<file path="src/rtl/vag_pkg.sv">
package vag_pkg;
  parameter int unsigned BANKS      = 4;
  parameter int unsigned BANK_WORDS = 4096;
  parameter int unsigned WORD_BYTES = 4;
  parameter int unsigned NSTREAM    = 3;
  parameter int unsigned LANES      = 2;

  localparam int unsigned BANK_W = $clog2(BANKS);
  localparam int unsigned WORD_W = $clog2(BANK_WORDS);
  localparam int unsigned BYTE_W = $clog2(WORD_BYTES);
  localparam int unsigned AW     = BANK_W + WORD_W + BYTE_W;
  localparam int unsigned LEN_W  = AW + 1;
  localparam int unsigned CFG_DW = AW + 2;
  localparam int unsigned SEL_W  = $clog2(NSTREAM);

  typedef enum logic [2:0] {
    CMD_BASE   = 3'd0,
    CMD_STRIDE = 3'd1,
    CMD_REPEAT = 3'd2,
    CMD_WSTART = 3'd3,
    CMD_WLEN   = 3'd4,
    CMD_SHAPE  = 3'd5
  } cmd_e;

  typedef struct packed {
    logic [AW-1:0] stride;
    logic [AW-1:0] rep;
    logic [AW-1:0] wstart;
    logic [AW-1:0] wlen;
  } step_cfg_t;

  typedef struct packed {
    logic [AW-1:0] addr;
    logic [AW-1:0] cnt;
  } pos_t;

  function automatic logic [1:0] size_shift(input logic [1:0] esz);
    return (esz > 2'(BYTE_W)) ? 2'(BYTE_W) : esz;
  endfunction

  function automatic logic [LEN_W-1:0] len_cap(input logic [1:0] sh);
    return LEN_W'((BANK_WORDS * WORD_BYTES) >> sh);
  endfunction

  // one sequence step: repeat the address or advance by stride with wrap
  function automatic pos_t next_pos(input pos_t p, input step_cfg_t c);
    pos_t          n;
    logic [AW:0]   sum;
    logic [AW:0]   lim;
    logic [AW-1:0] last;
    last = (c.rep == '0) ? '0 : c.rep - 1'b1;
    sum  = {1'b0, p.addr} + {1'b0, c.stride};
    lim  = {1'b0, c.wstart} + {1'b0, c.wlen};
    if ((c.wlen != '0) && (sum >= lim)) sum = sum - {1'b0, c.wlen};
    if (p.cnt >= last) begin
      n.addr = AW'(sum);
      n.cnt  = '0;
    end else begin
      n.addr = p.addr;
      n.cnt  = p.cnt + 1'b1;
    end
    return n;
  endfunction
endpackage

</file>
<file path="src/rtl/vag_cfg.sv">
module vag_cfg import vag_pkg::*; (
  input  logic                          clk,
  input  logic                          rst_n,
  input  logic                          cfg_we,
  input  logic [2:0]                    cfg_cmd,
  input  logic [SEL_W-1:0]              cfg_sel,
  input  logic [CFG_DW-1:0]             cfg_data,
  input  logic                          load,
  input  logic                          busy,
  output logic [NSTREAM-1:0][AW-1:0]    sh_base,
  output step_cfg_t [NSTREAM-1:0]       act_step,
  output logic [AW-1:0]                 sh_len,
  output logic [1:0]                    sh_esz,
  output logic [1:0]                    act_esz
);
  step_cfg_t [NSTREAM-1:0] sh_step;

  always_ff @(posedge clk or negedge rst_n) begin
    if (!rst_n) begin
      sh_base  <= '0;
      sh_step  <= '0;
      act_step <= '0;
      sh_len   <= '0;
      sh_esz   <= '0;
      act_esz  <= '0;
    end else begin
      for (int s = 0; s < NSTREAM; s++) begin
        if (cfg_we && (cfg_sel == SEL_W'(s))) begin
          case (cfg_cmd)
            CMD_BASE:   sh_base[s]        <= cfg_data[AW-1:0];
            CMD_STRIDE: sh_step[s].stride <= cfg_data[AW-1:0];
            CMD_REPEAT: sh_step[s].rep    <= cfg_data[AW-1:0];
            CMD_WSTART: sh_step[s].wstart <= cfg_data[AW-1:0];
            CMD_WLEN:   sh_step[s].wlen   <= cfg_data[AW-1:0];
            default: ;
          endcase
        end
        if (load) act_step[s] <= sh_step[s];
      end
      if (cfg_we && (cfg_cmd == CMD_SHAPE)) begin
        sh_len <= cfg_data[AW-1:0];
        sh_esz <= cfg_data[AW+1:AW];
      end
      if (load) act_esz <= sh_esz;
    end
  end

  // working set never moves while a run continues
  p_frozen_r10: assert property (@(posedge clk) disable iff (!rst_n)
    (busy && $past(busy)) |-> ($stable(act_step) && $stable(act_esz)));
endmodule

</file>
<file path="src/rtl/vag_stream.sv">
module vag_stream import vag_pkg::*; (
  input  logic                        clk,
  input  logic                        rst_n,
  input  logic                        load,
  input  logic                        fire,
  input  logic [AW-1:0]               base,
  input  step_cfg_t                   cfg,
  output logic [LANES-1:0][AW-1:0]    lane_addr
);
  pos_t cur;
  pos_t chain [LANES+1];

  assign chain[0] = cur;

  generate
    for (genvar l = 0; l < LANES; l++) begin : g_lane
      assign chain[l+1]   = next_pos(chain[l], cfg);
      assign lane_addr[l] = chain[l].addr;
    end
  endgenerate

  always_ff @(posedge clk or negedge rst_n) begin
    if (!rst_n) begin
      cur <= '0;
    end else if (load) begin
      cur.addr <= base;
      cur.cnt  <= '0;
    end else if (fire) begin
      cur <= chain[LANES];
    end
  end

  // repeat counter stays inside the programmed count
  p_rep_bound_r4: assert property (@(posedge clk) disable iff (!rst_n)
    (cfg.rep == '0) ? (cur.cnt == '0) : (cur.cnt < cfg.rep));

  // without repeat or wrap, a consumed cycle moves lane 0 by LANES strides
  p_step_r3: assert property (@(posedge clk) disable iff (!rst_n)
    (fire && (cfg.rep <= AW'(1)) && (cfg.wlen == '0)) |=>
      (lane_addr[0] == AW'($past(lane_addr[0]) + LANES * $past(cfg.stride))));
endmodule

</file>
<file path="src/rtl/vag_split.sv">
module vag_split import vag_pkg::*; (
  input  logic [AW-1:0]     addr,
  input  logic [1:0]        sh,
  output logic [BANK_W-1:0] bank,
  output logic [WORD_W-1:0] word,
  output logic [BYTE_W-1:0] lane
);
  logic [AW-1:0] byte_a;

  assign byte_a = addr << sh;
  assign bank   = byte_a[BYTE_W +: BANK_W];
  assign word   = byte_a[BYTE_W+BANK_W +: WORD_W];
  assign lane   = byte_a[BYTE_W-1:0] >> sh;
endmodule

</file>
<file path="src/rtl/vec_addr_gen.sv">
module vec_addr_gen import vag_pkg::*; (
  input  logic                                     clk,
  input  logic                                     rst_n,
  input  logic                                     cfg_we,
  input  logic [2:0]                               cfg_cmd,
  input  logic [SEL_W-1:0]                         cfg_sel,
  input  logic [CFG_DW-1:0]                        cfg_data,
  input  logic                                     start,
  output logic                                     busy,
  output logic                                     out_valid,
  output logic [LANES-1:0]                         lane_valid,
  input  logic                                     out_ready,
  output logic [NSTREAM-1:0][LANES-1:0][BANK_W-1:0] addr_bank,
  output logic [NSTREAM-1:0][LANES-1:0][WORD_W-1:0] addr_word,
  output logic [NSTREAM-1:0][LANES-1:0][BYTE_W-1:0] addr_lane
);
  logic [NSTREAM-1:0][AW-1:0]            sh_base;
  step_cfg_t [NSTREAM-1:0]               act_step;
  logic [AW-1:0]                         sh_len;
  logic [1:0]                            sh_esz;
  logic [1:0]                            act_esz;
  logic [1:0]                            act_sh;
  logic [LEN_W-1:0]                      cap_now;
  logic [LEN_W-1:0]                      len_eff;
  logic [LEN_W-1:0]                      remain;
  logic                                  accept;
  logic                                  fire;
  logic [NSTREAM-1:0][LANES-1:0][AW-1:0] lane_addr;

  assign cap_now   = len_cap(size_shift(sh_esz));
  assign len_eff   = ({1'b0, sh_len} > cap_now) ? cap_now : {1'b0, sh_len};
  assign accept    = start && !busy && (len_eff != '0);
  assign fire      = busy && out_ready;
  assign out_valid = busy;
  assign act_sh    = size_shift(act_esz);

  always_ff @(posedge clk or negedge rst_n) begin
    if (!rst_n) begin
      busy   <= 1'b0;
      remain <= '0;
    end else if (accept) begin
      busy   <= 1'b1;
      remain <= len_eff;
    end else if (fire) begin
      if (remain <= LEN_W'(LANES)) begin
        busy   <= 1'b0;
        remain <= '0;
      end else begin
        remain <= remain - LEN_W'(LANES);
      end
    end
  end

  vag_cfg u_cfg (
    .clk      (clk),
    .rst_n    (rst_n),
    .cfg_we   (cfg_we),
    .cfg_cmd  (cfg_cmd),
    .cfg_sel  (cfg_sel),
    .cfg_data (cfg_data),
    .load     (accept),
    .busy     (busy),
    .sh_base  (sh_base),
    .act_step (act_step),
    .sh_len   (sh_len),
    .sh_esz   (sh_esz),
    .act_esz  (act_esz)
  );

  generate
    for (genvar l = 0; l < LANES; l++) begin : g_valid
      assign lane_valid[l] = busy && (remain > LEN_W'(l));
    end
    for (genvar s = 0; s < NSTREAM; s++) begin : g_strm
      vag_stream u_strm (
        .clk       (clk),
        .rst_n     (rst_n),
        .load      (accept),
        .fire      (fire),
        .base      (sh_base[s]),
        .cfg       (act_step[s]),
        .lane_addr (lane_addr[s])
      );
      for (genvar l = 0; l < LANES; l++) begin : g_split
        vag_split u_split (
          .addr (lane_addr[s][l]),
          .sh   (act_sh),
          .bank (addr_bank[s][l]),
          .word (addr_word[s][l]),
          .lane (addr_lane[s][l])
        );
      end
    end
  endgenerate

  // outputs hold while the consumer stalls
  p_hold_r9: assert property (@(posedge clk) disable iff (!rst_n)
    (out_valid && !out_ready) |=> (out_valid && $stable(lane_valid) &&
      $stable(addr_bank) && $stable(addr_word) && $stable(addr_lane)));

  // consuming a cycle with an empty top lane ends the run
  p_last_r6: assert property (@(posedge clk) disable iff (!rst_n)
    (fire && !lane_valid[LANES-1]) |=> !busy);

  // remaining count never exceeds the cap for the running element size
  p_cap_r7: assert property (@(posedge clk) disable iff (!rst_n)
    busy |-> (remain <= len_cap(act_sh)));

  // a run only begins from a start pulse
  p_start_r11: assert property (@(posedge clk) disable iff (!rst_n)
    $rose(busy) |-> $past(start));
endmodule

</file>
<file path="config.mk">
export PLATFORM = sky130hd
export DESIGN_NAME = vec_addr_gen
export DESIGN_NICKNAME = d
export VERILOG_FILES = /design/src/rtl/vag_pkg.sv /design/src/rtl/vag_cfg.sv /design/src/rtl/vag_stream.sv /design/src/rtl/vag_split.sv /design/src/rtl/vec_addr_gen.sv
export SDC_FILE = /design/constraint.sdc
export NUM_CORES = 2
export LEC_CHECK = 0
export BUFFER_PORTS_ARGS = -buffer_cell sky130_fd_sc_hd__buf_2
export CORE_MARGIN = 5
export CORE_UTILIZATION = 50
export CTS_BUF_LIST = sky130_fd_sc_hd__clkbuf_8
export CTS_CLUSTER_SIZE = 24
export DETAILED_ROUTE_END_ITERATION = 10
export PLACE_DENSITY = 0.66
export SYNTH_ARGS = -nofsm -noshare
export SYNTH_HDL_FRONTEND = slang
export SYNTH_HIERARCHICAL = 1
export SYNTH_SLANG_ARGS = --single-unit
</file>
<file path="constraint.sdc">
create_clock -name clk -period 10.1 [get_ports clk]
set_input_delay 1.01 -clock clk [delete_from_list [all_inputs] [get_ports clk]]
set_output_delay 1.01 -clock clk [all_outputs]
set_load 0.01 [all_outputs]
</file>
==> metrics.md <==
| Metric | Value |
|---|---|
| Top cells by area, synth | dfrtp_1 (32%), ha_1 (12%), mux2_2 (11%) |
| Root buf cell | clkbuf_8 |
| Final nets | 4941 |
| Antenna viol nets, final | 0 |
| Cell count after synthesis | roughly 4400 |
| Clock buffer count from CTS | 100 |
| Clock tree buffer depth | 3 |
| Initial core utilization | around half |
| Hold Vio Cnt, Final | 0 |
| Synth top area share | roughly a third |
| Post-synth top flop | dfrtp_1 |
| Setup crit start kind | register |
| WS Path Type | register to register |
| Global Route Usage Sum | 25.5% |
| CTS H-tree lvls | 3 |
| Post-synth EDFFs | 0 |
| Sequential area share after synthesis | 31.6% |
| Worst hold margin | approximately 200 ps |
| Fillcell total | 7971 |
| Fmax | roughly 0.10 GHz |
| First-pass GRT wire length | slightly below 200000 microns |
| Synth Register Bits | ~570 |
| Slowest stage cell, crit path | dfrtp_1 |
| Number of synthesis warnings | 6 |
| CP dominant cell by count | o21ai_0 |
| Worst path max stage delay | between 400 and 500 ps |
| Mean Syn Cell Area | 10.1 sq um |
| DP HPWL | slightly above 90000 microns |
| Residual DRC | 0 |
| Largest net degree at the start of global routing | 172 |
| Ports | approximately 130 |
| Final setup TNS | 0 ps |
| Final setup fails | 0 |
| Worst hold path type | input pin to async pin |
| Num rows | about 110 |
| Critical path fanouts, max | 6 |
| Clock sinks | between 500 and 600 |
| Period utilization | 95.0% |
| Initial antenna violation count | 12 |
| Most frequent cells in the layout | dfrtp_1 (565), mux2_2 (453), ha_1 (443) |
| Die area | roughly 0.096 sq mm |
| Yosys cell types | 123 |
| Via/cell ratio | just over 6 |
| Clock Skews | roughly 72 ps |
| # port buffers | ~130 |
| WL per Instance | 21.7 microns |
| Fraction of registers with async set/reset | 100% |
| Tightest Pin Transition | between 1000 and 1500 ps |
| Synth area leader | dfrtp_1 |
| Synthesis-to-finish area growth | 7.15% |
| Share of cells above drive strength 1 | 20.4% |
| TritonCTS clock tree | built |
| # Max-Cap Violations | 0 |
| Die Span Y | 309 microns |
| Clk_lat worst skew | 800 ps |
| Status | complete, no violations |
| Via count | ~35000 |
| Mapped Area | approximately 0.045 sq mm |
| Post-synth net total | ~4900 |
| Crit end category | register |
| Vias in the first global route | 33953 |
| Crit path DAT | a little over 10000 ps |
| Clock-pin slew on the worst setup and hold paths | 60 ps |
| RePlAce Congestion | approximately 0.96 |
| Die width | roughly 310 microns |
| CP Data Required Time | 10720 ps |
| Drt total wl | ~120000 microns |
| First-pass DRT Iterations | 7 |
| Slew Viols, Final | 0 |
| Relative slew slack | about 16% |
| 1st-iter DRT viols | ~2500 |
| Final min period | around 9600 ps |
| Core Area | between 0.08 and 0.09 sq mm |
| Most common cell after layout, fill and taps aside | dfrtp_1 |
| Global route overflow | 0 |
## final timing paths
path                                                 start                                         to  slack, ps  depth (start not counted)
setup / recovery           u_cfg/act_step[129]$_DFFE_PN0P_  g_strm[2].u_strm/lane_addr[2]$_DFFE_PN0P_        500                         41
hold / removal                                       rst_n             u_cfg/sh_step[183]$_DFFE_PN0P_        200                          1
setup reg to reg           u_cfg/act_step[129]$_DFFE_PN0P_  g_strm[2].u_strm/lane_addr[2]$_DFFE_PN0P_        500                         41
hold reg to reg             u_cfg/sh_step[185]$_DFFE_PN0P_            u_cfg/act_step[185]$_DFFE_PN0P_        490                          1
max in group asynchronous                            rst_n              u_cfg/sh_step[31]$_DFFE_PN0P_       7810                          3
min in group clk            u_cfg/sh_step[185]$_DFFE_PN0P_            u_cfg/act_step[185]$_DFFE_PN0P_        490                          1
## metal layers
layer  track usage [%]  routed length (microns)  vias up
li1                  -                        -    16377
met1              35.2                    56000    17030
met2              41.7                    57000      908
met3              4.53                     7280      204
met4              6.84                     3360        4
met5                 0                       27        -
## what timing repair did
action | CTS | global route
setup buffers | 0 | 6
gates resized for setup | 0 | 22
setup endpoints to repair | 0 | 47
endpoints found under the hold margin | 0 | 0
hold buffers | 0 | 0
## worst max-delay path: cells and delay by family, from the launching register on
family                     cells  cell delay, ps
AOI/OAI and AO/OA             25            5120
adders and majority gates      5            1530
and+or+nand+nor                6            1320
DFF                            1             440
xor gates and xnor gates       2             360
muxes                          1             320
buffers and inverters          2             310
## cell type report
type | count | area (sq um) | area share (%)
Antenna cell | 6 | 15.0 | 0.0313
Tap cell | 1165 | 1460 | 3.03
Multi-Input combinational cell | 3451 | 28600 | 59.5
Clock inverter | 58 | 518 | 1.08
Sequential cell | 566 | 14200 | 29.5
Inverter | 162 | 608 | 1.27
Clock buffer | 120 | 1650 | 3.44
Timing Repair Buffer | 174 | 1050 | 2.18
## through the flow
stage               area (sq um)  utilization [%]  cells  setup WS (ps)
floorplan                  44800                -   4431           1390
global placement           45700             51.6   5512            311
detailed placement         45700             51.6   5512            253
CTS                        47900             54.0   5690            163
global route               48000             54.2   5699          -5.68
finish                     48000             54.2   5702            505
## state kept, by name (all words and copies together), names as in the netlist
| register | count |
|---|---|
| u_cfg/sh_esz | 2 |
| busy | 1 |
| u_cfg/sh_base | 48 |
| u_cfg/act_step | 192 |
| u_cfg/sh_step | 192 |
| g_strm.u_strm/lane_addr | 48 |
| remain | 17 |
| g_strm.u_strm/chain | 48 |
| u_cfg/sh_len | 16 |
| u_cfg/act_esz | 2 |
## logic make-up (layout without fill, tap and decap cells)
| group | count (synthesis) | in the layout | share of synthesized area (%) |
|---|---|---|---|
| simple gates | 1093 | 1093 | 12.6 |
| compound gates | 938 | 938 | 14.1 |
| mux | 674 | 674 | 18.1 |
| flops | 566 | 566 | 31.6 |
| fa+ha+maj | 458 | 458 | 13.0 |
| buf+inv | 414 | 514 | 4.94 |
| xor+xnor | 287 | 287 | 5.67 |
| other cells | 1 | 7 | 0.00836 |
## synth_stat cells (20+ instances only)
cell and instances:
inv_1 162, mux2_2 453, a221o_1 24, buf_2 52, or3_1 29, o21bai_1 20
nand3_1 68, o21a_1 48, buf_4 100, dfrtp_1 566, a21oi_1 238, nand2_1 254
xnor2_1 180, nor3b_1 23, mux2_4 23, nor3_1 75, o21ai_0 192, clkbuf_1 73
nand4_1 47, a21o_1 115, nor2b_1 56, nor4_1 34, o211ai_1 30, ha_1 443
nor2_1 277, and3_1 32, mux4_1 36, a211oi_1 30, xor2_1 105, mux2i_1 151
nand2b_1 63
Power is left out: the tool's default activity adds up to more than one toggle a clock period on the data nets, which glitch-free logic cannot reach.
